### src/rtl/hba_pkg.sv
package hba_pkg;
    typedef enum logic [1:0] {
        ST_IDLE,
        ST_READ_RSP,
        ST_PORT_RST
    } ctl_state_t;

    typedef enum logic [2:0] {
        G_NONE,
        G_CAP,
        G_CTL,
        G_IS,
        G_PI
    } glb_sel_t;

    typedef enum logic [2:0] {
        P_NONE,
        P_IS,
        P_IE,
        P_CMD,
        P_SCTL
    } prt_sel_t;

    localparam int unsigned PORT_BASE   = 32'h100;
    localparam int unsigned PORT_SHIFT  = 7;
    localparam int          CTL_RST_BIT = 0;
    localparam int          CTL_IE_BIT  = 1;
    localparam int          CMD_FRE_BIT = 4;
endpackage

### src/rtl/hba_addr_decode.sv
module hba_addr_decode
    import hba_pkg::*;
#(
    parameter int ADDR_W    = 13,
    parameter int MAX_PORTS = 4,
    parameter int PCNT_W    = 3,
    parameter int PIDX_W    = 2
) (
    input  logic [ADDR_W-1:0] addr,
    input  logic [PCNT_W-1:0] port_count,
    output logic              aligned,
    output glb_sel_t          gsel,
    output prt_sel_t          psel,
    output logic              in_port,
    output logic [PIDX_W-1:0] pidx
);
    localparam int SLOT_W = ADDR_W - PORT_SHIFT;

    logic [ADDR_W-1:0] rel;
    logic [SLOT_W-1:0] slot;
    logic [31:0]       slot_ext;
    logic [31:0]       cnt_ext;
    logic              in_glb;

    assign aligned  = (addr[1:0] == 2'b00);
    assign rel      = addr - ADDR_W'(PORT_BASE);
    assign slot     = rel[ADDR_W-1:PORT_SHIFT];
    assign slot_ext = 32'(slot);
    assign cnt_ext  = 32'(port_count);
    assign in_glb   = (32'(addr) < PORT_BASE);
    assign in_port  = aligned && !in_glb && (slot_ext < cnt_ext) &&
                      (slot_ext < 32'(MAX_PORTS));
    assign pidx     = slot[PIDX_W-1:0];

    always_comb begin
        gsel = G_NONE;
        if (aligned && in_glb) begin
            unique case (addr[7:0])
                8'h00:   gsel = G_CAP;
                8'h04:   gsel = G_CTL;
                8'h08:   gsel = G_IS;
                8'h0C:   gsel = G_PI;
                default: gsel = G_NONE;
            endcase
        end
    end

    always_comb begin
        psel = P_NONE;
        if (in_port) begin
            unique case (addr[PORT_SHIFT-1:0])
                7'h10:   psel = P_IS;
                7'h14:   psel = P_IE;
                7'h18:   psel = P_CMD;
                7'h2C:   psel = P_SCTL;
                default: psel = P_NONE;
            endcase
        end
    end
endmodule

### src/rtl/hba_port_regs.sv
module hba_port_regs
    import hba_pkg::*;
(
    input  logic        clk,
    input  logic        rst_n,
    input  logic        clr,
    input  logic        wr_is,
    input  logic        wr_ie,
    input  logic        wr_cmd,
    input  logic        wr_sctl,
    input  logic [31:0] wdata,
    input  logic [31:0] evt,
    output logic [31:0] is_q,
    output logic [31:0] ie_q,
    output logic [31:0] cmd_q,
    output logic [31:0] sctl_q,
    output logic        pending,
    output logic        fis_req
);
    logic sent_q;
    logic fire;

    assign fire    = wr_cmd && wdata[CMD_FRE_BIT] && !sent_q;
    assign pending = |(is_q & ie_q);

    always_ff @(posedge clk or negedge rst_n) begin
        if (!rst_n) begin
            is_q    <= '0;
            ie_q    <= '0;
            cmd_q   <= '0;
            sctl_q  <= '0;
            sent_q  <= 1'b0;
            fis_req <= 1'b0;
        end else if (clr) begin
            is_q    <= '0;
            ie_q    <= '0;
            sctl_q  <= '0;
            sent_q  <= 1'b0;
            fis_req <= 1'b0;
        end else begin
            is_q    <= (wr_is ? (is_q & ~wdata) : is_q) | evt;
            if (wr_ie)   ie_q   <= wdata;
            if (wr_cmd)  cmd_q  <= wdata;
            if (wr_sctl) sctl_q <= wdata;
            fis_req <= fire;
            if (fire) sent_q <= 1'b1;
        end
    end

    AST_FIS_ONE_SHOT: assert property (@(posedge clk) disable iff (!rst_n)
        fis_req |=> !fis_req);
    AST_FIS_MARKS_SENT: assert property (@(posedge clk) disable iff (!rst_n)
        fis_req |-> sent_q);
    AST_PORT_CLEARED: assert property (@(posedge clk) disable iff (!rst_n)
        $past(clr) |-> (is_q == '0 && ie_q == '0 && sctl_q == '0 && !sent_q));
endmodule

### src/rtl/hba_ctrl_fsm.sv
module hba_ctrl_fsm
    import hba_pkg::*;
#(
    parameter int MAX_PORTS = 4,
    parameter int PIDX_W    = 2
) (
    input  logic                 clk,
    input  logic                 rst_n,
    input  logic                 acc_rd,
    input  logic                 acc_rst,
    output logic                 req_ready,
    output logic                 rsp_valid,
    output logic                 rst_busy,
    output logic [MAX_PORTS-1:0] port_clr
);
    localparam logic [PIDX_W-1:0] LAST = PIDX_W'(MAX_PORTS - 1);

    ctl_state_t        state_q, state_d;
    logic [PIDX_W-1:0] cnt_q, cnt_d;

    always_comb begin
        state_d = state_q;
        cnt_d   = cnt_q;
        unique case (state_q)
            ST_IDLE: begin
                if (acc_rst) begin
                    state_d = ST_PORT_RST;
                    cnt_d   = '0;
                end else if (acc_rd) begin
                    state_d = ST_READ_RSP;
                end
            end
            ST_READ_RSP: state_d = ST_IDLE;
            ST_PORT_RST: begin
                if (cnt_q == LAST) state_d = ST_IDLE;
                else               cnt_d   = cnt_q + 1'b1;
            end
            default: state_d = ST_IDLE;
        endcase
    end

    always_ff @(posedge clk or negedge rst_n) begin
        if (!rst_n) begin
            state_q <= ST_IDLE;
            cnt_q   <= '0;
        end else begin
            state_q <= state_d;
            cnt_q   <= cnt_d;
        end
    end

    always_comb begin
        req_ready = 1'b0;
        rsp_valid = 1'b0;
        rst_busy  = 1'b0;
        port_clr  = '0;
        unique case (state_q)
            ST_IDLE:     req_ready = 1'b1;
            ST_READ_RSP: rsp_valid = 1'b1;
            ST_PORT_RST: begin
                rst_busy = 1'b1;
                for (int i = 0; i < MAX_PORTS; i++)
                    port_clr[i] = (cnt_q == PIDX_W'(i));
            end
            default: req_ready = 1'b0;
        endcase
    end

    AST_READ_ANSWERED: assert property (@(posedge clk) disable iff (!rst_n)
        acc_rd |=> rsp_valid);
    AST_SINGLE_BEAT: assert property (@(posedge clk) disable iff (!rst_n)
        rsp_valid |=> !rsp_valid);
    AST_ONE_PORT_AT_A_TIME: assert property (@(posedge clk) disable iff (!rst_n)
        $onehot0(port_clr));
endmodule

### src/rtl/hba_regfile.sv
module hba_regfile
    import hba_pkg::*;
#(
    parameter int ADDR_W    = 13,
    parameter int MAX_PORTS = 4,
    parameter int NUM_SLOTS = 32,
    parameter int PCNT_W    = $clog2(MAX_PORTS + 1)
) (
    input  logic                   clk,
    input  logic                   rst_n,
    input  logic [PCNT_W-1:0]      port_count,
    input  logic                   req_valid,
    output logic                   req_ready,
    input  logic                   req_write,
    input  logic [ADDR_W-1:0]      req_addr,
    input  logic [31:0]            req_wdata,
    output logic                   rsp_valid,
    output logic [31:0]            rsp_rdata,
    input  logic [MAX_PORTS*32-1:0] port_evt,
    output logic [MAX_PORTS-1:0]   fis_req,
    output logic                   host_irq
);
    localparam int PIDX_W = (MAX_PORTS > 1) ? $clog2(MAX_PORTS) : 1;

    logic              dec_aligned, dec_in_port;
    glb_sel_t          dec_gsel;
    prt_sel_t          dec_psel;
    logic [PIDX_W-1:0] dec_pidx;

    logic acc, acc_wr, acc_rd, acc_rst, rst_busy;
    logic [MAX_PORTS-1:0] port_clr, port_mask, pend;
    logic [MAX_PORTS-1:0] gis_q;
    logic                 ctl_ie_q, ctl_en_q;
    logic [31:0]          cap_w, pi_w, ctl_w, rd_mux, rsp_q;
    logic [31:0]          p_is [MAX_PORTS];
    logic [31:0]          p_ie [MAX_PORTS];
    logic [31:0]          p_cmd [MAX_PORTS];
    logic [31:0]          p_sctl [MAX_PORTS];

    hba_addr_decode #(
        .ADDR_W(ADDR_W), .MAX_PORTS(MAX_PORTS), .PCNT_W(PCNT_W), .PIDX_W(PIDX_W)
    ) u_dec (
        .addr(req_addr), .port_count(port_count), .aligned(dec_aligned),
        .gsel(dec_gsel), .psel(dec_psel), .in_port(dec_in_port), .pidx(dec_pidx)
    );

    assign acc     = req_valid && req_ready;
    assign acc_wr  = acc && req_write;
    assign acc_rd  = acc && !req_write;
    assign acc_rst = acc_wr && (dec_gsel == G_CTL) && req_wdata[CTL_RST_BIT];

    hba_ctrl_fsm #(.MAX_PORTS(MAX_PORTS), .PIDX_W(PIDX_W)) u_fsm (
        .clk(clk), .rst_n(rst_n), .acc_rd(acc_rd), .acc_rst(acc_rst),
        .req_ready(req_ready), .rsp_valid(rsp_valid), .rst_busy(rst_busy),
        .port_clr(port_clr)
    );

    for (genvar p = 0; p < MAX_PORTS; p++) begin : g_port
        logic hit;
        assign hit          = acc_wr && dec_in_port && (dec_pidx == PIDX_W'(p));
        assign port_mask[p] = (32'(port_count) > 32'(p));

        hba_port_regs u_port (
            .clk(clk), .rst_n(rst_n), .clr(port_clr[p]),
            .wr_is(hit && dec_psel == P_IS),
            .wr_ie(hit && dec_psel == P_IE),
            .wr_cmd(hit && dec_psel == P_CMD),
            .wr_sctl(hit && dec_psel == P_SCTL),
            .wdata(req_wdata), .evt(port_evt[p*32 +: 32]),
            .is_q(p_is[p]), .ie_q(p_ie[p]), .cmd_q(p_cmd[p]), .sctl_q(p_sctl[p]),
            .pending(pend[p]), .fis_req(fis_req[p])
        );
    end

    always_ff @(posedge clk or negedge rst_n) begin
        if (!rst_n) begin
            gis_q    <= '0;
            ctl_ie_q <= 1'b0;
            ctl_en_q <= 1'b0;
        end else if (acc_rst || rst_busy) begin
            gis_q <= '0;
            if (acc_rst) begin
                ctl_ie_q <= 1'b0;
                ctl_en_q <= 1'b0;
            end
        end else begin
            gis_q <= ((acc_wr && dec_gsel == G_IS) ?
                      (gis_q & ~req_wdata[MAX_PORTS-1:0]) : gis_q) |
                     (pend & port_mask);
            if (acc_wr && dec_gsel == G_CTL) begin
                ctl_ie_q <= req_wdata[CTL_IE_BIT];
                ctl_en_q <= 1'b1;
            end
        end
    end

    assign host_irq = ctl_ie_q && (gis_q != '0);

    always_comb begin
        cap_w        = '0;
        cap_w[4:0]   = 5'(port_count - 1'b1);
        cap_w[12:8]  = 5'(NUM_SLOTS - 1);
        cap_w[18]    = 1'b1;
        cap_w[23:20] = 4'd1;
        cap_w[30]    = 1'b1;
        pi_w         = 32'(port_mask);
        ctl_w        = {ctl_en_q, 29'd0, ctl_ie_q, 1'b0};
    end

    always_comb begin
        rd_mux = '0;
        unique case (dec_gsel)
            G_CAP:   rd_mux = cap_w;
            G_CTL:   rd_mux = ctl_w;
            G_IS:    rd_mux = 32'(gis_q);
            G_PI:    rd_mux = pi_w;
            default: rd_mux = '0;
        endcase
        if (dec_in_port) begin
            unique case (dec_psel)
                P_IS:    rd_mux = p_is[dec_pidx];
                P_IE:    rd_mux = p_ie[dec_pidx];
                P_CMD:   rd_mux = p_cmd[dec_pidx];
                P_SCTL:  rd_mux = p_sctl[dec_pidx];
                default: rd_mux = '0;
            endcase
        end
    end

    always_ff @(posedge clk or negedge rst_n) begin
        if (!rst_n)      rsp_q <= '0;
        else if (acc_rd) rsp_q <= rd_mux;
    end

    assign rsp_rdata = rsp_q;

    AST_CTL_RESET_CLEARS: assert property (@(posedge clk) disable iff (!rst_n)
        $past(acc_rst) |-> (gis_q == '0 && !ctl_ie_q && !ctl_en_q));
    AST_MISALIGNED_NO_EFFECT: assert property (@(posedge clk) disable iff (!rst_n)
        $past(acc_wr && !dec_aligned) |->
            (ctl_ie_q == $past(ctl_ie_q) && ctl_en_q == $past(ctl_en_q)));
    AST_NO_ACCEPT_WHILE_WALK: assert property (@(posedge clk) disable iff (!rst_n)
        acc_rst |=> !req_ready);
endmodule

### config.mk
export PLATFORM = sky130hd
export DESIGN_NAME = hba_regfile
export DESIGN_NICKNAME = d
export VERILOG_FILES = /design/src/rtl/hba_pkg.sv /design/src/rtl/hba_addr_decode.sv /design/src/rtl/hba_port_regs.sv /design/src/rtl/hba_ctrl_fsm.sv /design/src/rtl/hba_regfile.sv
export SDC_FILE = /design/constraint.sdc
export NUM_CORES = 1
export LEC_CHECK = 0
export BUFFER_PORTS_ARGS = -buffer_cell sky130_fd_sc_hd__buf_2
export CORE_MARGIN = 5
export CORE_UTILIZATION = 47
export CTS_CLUSTER_SIZE = 12
export DETAILED_ROUTE_END_ITERATION = 10
export HOLD_SLACK_MARGIN = 0.15
export PLACE_DENSITY = 0.72
export SYNTH_ARGS = -nofsm -noshare
export SYNTH_HDL_FRONTEND = slang
export SYNTH_HIERARCHICAL = 1
export SYNTH_SLANG_ARGS = --single-unit
### constraint.sdc
create_clock -name clk -period 2.85 [get_ports clk]
set_clock_uncertainty 0.15 [all_clocks]
set_input_delay 0.4275 -clock clk [delete_from_list [all_inputs] [get_ports clk]]
set_output_delay 0.4275 -clock clk [all_outputs]
set_load 0.005 [all_outputs]
==> impl_metrics.toml <==
[timing]
hold_violation_total_from_the_final_report = 0
post-route-worst-setup-slack_ns = 0.0347
final.setup.tns_ns = 0
setup-violations-final = 0
max_slew.worst_pin.slew_ns = 0.870
timing.final.crit_share_pct = 98.8
slew_headroom_pct = 42.0
max_transition_viols_final = 0
fmax_mhz = 355
finalCriticalPeriod_ns = 2.82

[synth]
warnings_from_yosys = 6
syn_inst = 2268
synth.yosys.seq_area_share_pct = 51.1
synth-edff-count = 0
synth_flop_cell = "sky130_fd_sc_hd__dfrtp_1"
synthArstFlopShare_pct = 100
synthesis.area_per_instance_um2 = 12.1
postSynthNetCount = 2459
synth.lib_cells_used.distinct = 62
summed_instance_area_of_the_synthesized_netlist_um2 = 27500
netlist.top_cell.by_area = "sky130_fd_sc_hd__dfrtp_1"
post_synth_main_area_contributors = "sky130_fd_sc_hd__dfrtp_1 (51%), sky130_fd_sc_hd__mux4_2 (10%), sky130_fd_sc_hd__mux2i_1 (9.5%), sky130_fd_sc_hd__mux2_4 (6.3%), sky130_fd_sc_hd__nor2_1 (5.8%)"
synth.ff_latch_count = 562
netlist.area_leader.share_pct = 51.1

[worst_setup_path]
critical-path-top-delay-family = "simple AND/OR/NAND/NOR gates"
crit_path_cells = "buf_2 -> inv_1 -> ha_1 -> nor3b_2 -> o211ai_4 -> buf_12 -> nor2_4 -> nand4_1 -> buf_4 -> nor2_1 -> nand2_1 -> buf_6 -> nor2_4 -> buf_12 -> clkbuf_16 -> nand2_1 -> a21oi_1 -> nor2_1"
worstSetupStartpointType = "primary input"
worst-r2r-cell-count = 12
worst-endpoint-arrival_ns = 3.15
timing.critical_path.to_type = "flop"
setup.worst_path.class = "primary input to flop"
critPathBufInv = 7
timing.critical_path.fanout_max = 10
worst_ep_required_time_ns = 3.18
worst-path-stages = 18
cp_slowest_stage_delay_ns = 0.28
crit_slowest_cell = "sky130_fd_sc_hd__nor3b_2"

[worst_hold_path]
worst_hold_path.num_cells = 3
hold_class = "primary input to flop"

[die]
start_util_pct = 47.6
core_region_area_um2 = 57800
die_w_um = 252
pin_count = 219
die_h_um = 252
rows = 88
die_area_um2 = 63400

[detailed_routing]
vias_per_cell = 6.31
dr.pass1.iters = 8
final_antenna_net_count = 0
dr.first_iter.drc_count = 2728
drt-wirelength-per-cell_um = 27.5
route.final.wire_length_um = 96800
routed-via-count = 22200
route.detailed.drc = 0

[global_routing]
grt_antenna_before_repair = 6
grt_usage_pct = 29.3
grt_pass1_vias = 22800
grt_max_degree = 98
residual_overflow_from_global_routing = 0
grt_first_pass_wirelength_um = 144000

[pwr]
irDropWorstVdd_v = 0.000452
power_w = 0.0165
power.density_nw_per_um2 = 478
leakage_nw = 15.2

[job]
timing.max_cap.violations = 0

[cells_and_area]
drive_gt1_share_pct = 28.3
synthToLayoutAreaGrowth_pct = 25.6
finalInstanceArea_um2 = 34500
num-nets-final = 2907
instances_no_fill = 3522

[placement]
gpl.final_weighted_congestion = 0.924
dp_hpwl_um = 62400
pre_cts_ws_ns = -0.676
portBuffers = 218
numPlacedInstances = 3245
placed_standard_cell_area_um2 = 30600

[clock_network]
tritoncts = "done"
cts_buffer_depth = 3
clk_pin_slew_worst_paths_ns = 0.07
cts_bufs_inserted = 58
cts_num_sinks = 562
cts_root_buf = "sky130_fd_sc_hd__clkbuf_16"
h-tree-depth = 2
clk-insertion-delay-late_ns = 0.63

[run_status]
outcome = "finished, final reports clean"
-- per-stage QoR --
step | hold slack (ns) | util [%]
final | 0.187 | 59.7
after detailed placement | 0.275 | 53.0
after global placement | 0.275 | 53.0
after global routing | 0.180 | 59.7
after CTS | 0.152 | 58.9
after floorplan | -0.0181 | -
-- layer usage --
| metal | vias to the layer above | global-route usage (%) | wire [um] |
|---|---|---|---|
| met1 | 11300 | 38.7 | 36200 |
| met2 | 1514 | 46.3 | 44900 |
| met5 | - | 0 | 21 |
| met4 | 4 | 13.3 | 5260 |
| li1 | 9032 | - | - |
| met3 | 345 | 7.15 | 10400 |
-- state kept, by name, summed over array words and instances (netlist names) --
| register | cells |
|---|---|
| g_port.u_port/cmd_q | 128 |
| u_fsm/cnt_q | 2 |
| g_port.u_port/is_q | 128 |
| g_port.u_port/sent_q | 4 |
| g_port.u_port/fis_req | 4 |
| ctl_en_q | 1 |
| g_port.u_port/sctl_q | 128 |
| ctl_ie_q | 1 |
| gis_q | 4 |
| rsp_rdata | 32 |
| u_fsm/state_q | 2 |
| g_port.u_port/ie_q | 128 |
-- report_power, final --
part | internal (W) | switching (W)
sequential | 0.00799 | 0.00000665
clock | 0.00434 | 0.00317
combinational | 0.000410 | 0.000593
total | 0.0127 | 0.00377
-- worst reg2reg max path: stages (launching register included) --
cell and delay (ns):
sky130_fd_sc_hd__dfrtp_1 0.43, sky130_fd_sc_hd__nor2_1 0.23, sky130_fd_sc_hd__nand4_1 0.23, sky130_fd_sc_hd__buf_4 0.19, sky130_fd_sc_hd__nor2_1 0.09, sky130_fd_sc_hd__nand2_1 0.10, sky130_fd_sc_hd__buf_6 0.18, sky130_fd_sc_hd__nor2_4 0.12
sky130_fd_sc_hd__buf_12 0.15, sky130_fd_sc_hd__clkbuf_16 0.21, sky130_fd_sc_hd__nand2_1 0.10, sky130_fd_sc_hd__a21oi_1 0.18, sky130_fd_sc_hd__nor2_1 0.06
-- layout by cell type (no fill, tap or decap), types with 21 or more instances in the layout --
master	Yosys	layout
sky130_fd_sc_hd__buf_12	2	57
sky130_fd_sc_hd__buf_2	54	214
sky130_fd_sc_hd__nand3_1	21	21
sky130_fd_sc_hd__nand4_1	23	23
sky130_fd_sc_hd__mux2_4	116	117
sky130_fd_sc_hd__mux4_2	127	127
sky130_fd_sc_hd__buf_4	8	95
sky130_fd_sc_hd__a22oi_1	103	103
sky130_fd_sc_hd__dfrtp_1	562	562
sky130_fd_sc_hd__nand2_1	173	173
sky130_fd_sc_hd__nor2_1	424	407
sky130_fd_sc_hd__clkbuf_16	0	68
sky130_fd_sc_hd__mux2i_1	260	254
sky130_fd_sc_hd__a21oi_1	148	143
sky130_fd_sc_hd__dlygate4sd3_1	0	156
-- final timing paths --
path,to,from,slack [ns]
worst max-delay path,g_port[3].u_port/is_q[6]$_DFF_PN0_,port_count[1],0.03
worst min-delay path,g_port[1].u_port/sctl_q[2]$_DFFE_PN0P_,req_wdata[2],0.19
worst max register to register,g_port[3].u_port/is_q[6]$_DFF_PN0_,u_fsm/state_q[0]$_DFFE_PN0P_,0.29
worst min register to register,g_port[0].u_port/fis_req$_DFF_PN0_,g_port[0].u_port/sent_q$_DFFE_PN0P_,0.29
max in group asynchronous,g_port[0].u_port/is_q[24]$_DFF_PN0_,rst_n,1.40
min in group asynchronous,g_port[0].u_port/cmd_q[20]$_DFFE_PN0P_,rst_n,0.26
-- Yosys cell counts, types with 5 or more instances --
library cell and number:
sky130_fd_sc_hd__mux2_1 12, sky130_fd_sc_hd__buf_2 54, sky130_fd_sc_hd__clkbuf_1 50, sky130_fd_sc_hd__o21ai_0 8, sky130_fd_sc_hd__mux4_2 127, sky130_fd_sc_hd__nand4_1 23
sky130_fd_sc_hd__buf_6 27, sky130_fd_sc_hd__ha_1 11, sky130_fd_sc_hd__a221oi_2 7, sky130_fd_sc_hd__nand3_1 21, sky130_fd_sc_hd__a31oi_1 5, sky130_fd_sc_hd__buf_4 8
sky130_fd_sc_hd__inv_1 16, sky130_fd_sc_hd__mux2i_1 260, sky130_fd_sc_hd__nor3b_1 9, sky130_fd_sc_hd__nand2_1 173, sky130_fd_sc_hd__o21ai_1 8, sky130_fd_sc_hd__nor3_1 5
sky130_fd_sc_hd__mux2_4 116, sky130_fd_sc_hd__a21oi_1 148, sky130_fd_sc_hd__buf_1 12, sky130_fd_sc_hd__a22oi_1 103, sky130_fd_sc_hd__a22o_1 13, sky130_fd_sc_hd__nor2_1 424
sky130_fd_sc_hd__dfrtp_1 562
-- what timing repair did --
item                                   4_1_cts  5_1_grt
setup buffers                                0       12
pin swaps                                    3       14
setup endpoints to repair                   42      417
gates resized for setup                      2       31
gates cloned                                 0        9
hold buffers                               156        0
endpoints found under the hold margin      490        0
-- final cells by class --
type | instances | area, um^2
Antenna cell | 4 | 10.0
Clock buffer | 85 | 1690
Clock inverter | 12 | 139
Fill cell | 4367 | 23300
Inverter | 16 | 75.1
Multi-Input combinational cell | 1537 | 12800
Sequential cell | 562 | 14100
Tap cell | 765 | 957
Timing Repair Buffer | 541 | 4830
-- logic make-up (layout without fill, tap and decap cells) --
kind of cell | Yosys count | count (layout) | synth area share [%]
compound gates | 307 | 307 | 7.21
xor+xnor | 3 | 3 | 0.0956
fa+ha+maj | 11 | 11 | 0.501
buf+inv | 169 | 654 | 3.52
flops | 562 | 562 | 51.1
mux | 515 | 515 | 26.7
other cells | 0 | 4 | 0
simple gates | 701 | 701 | 10.8
(Power assumes the default switching activity.)
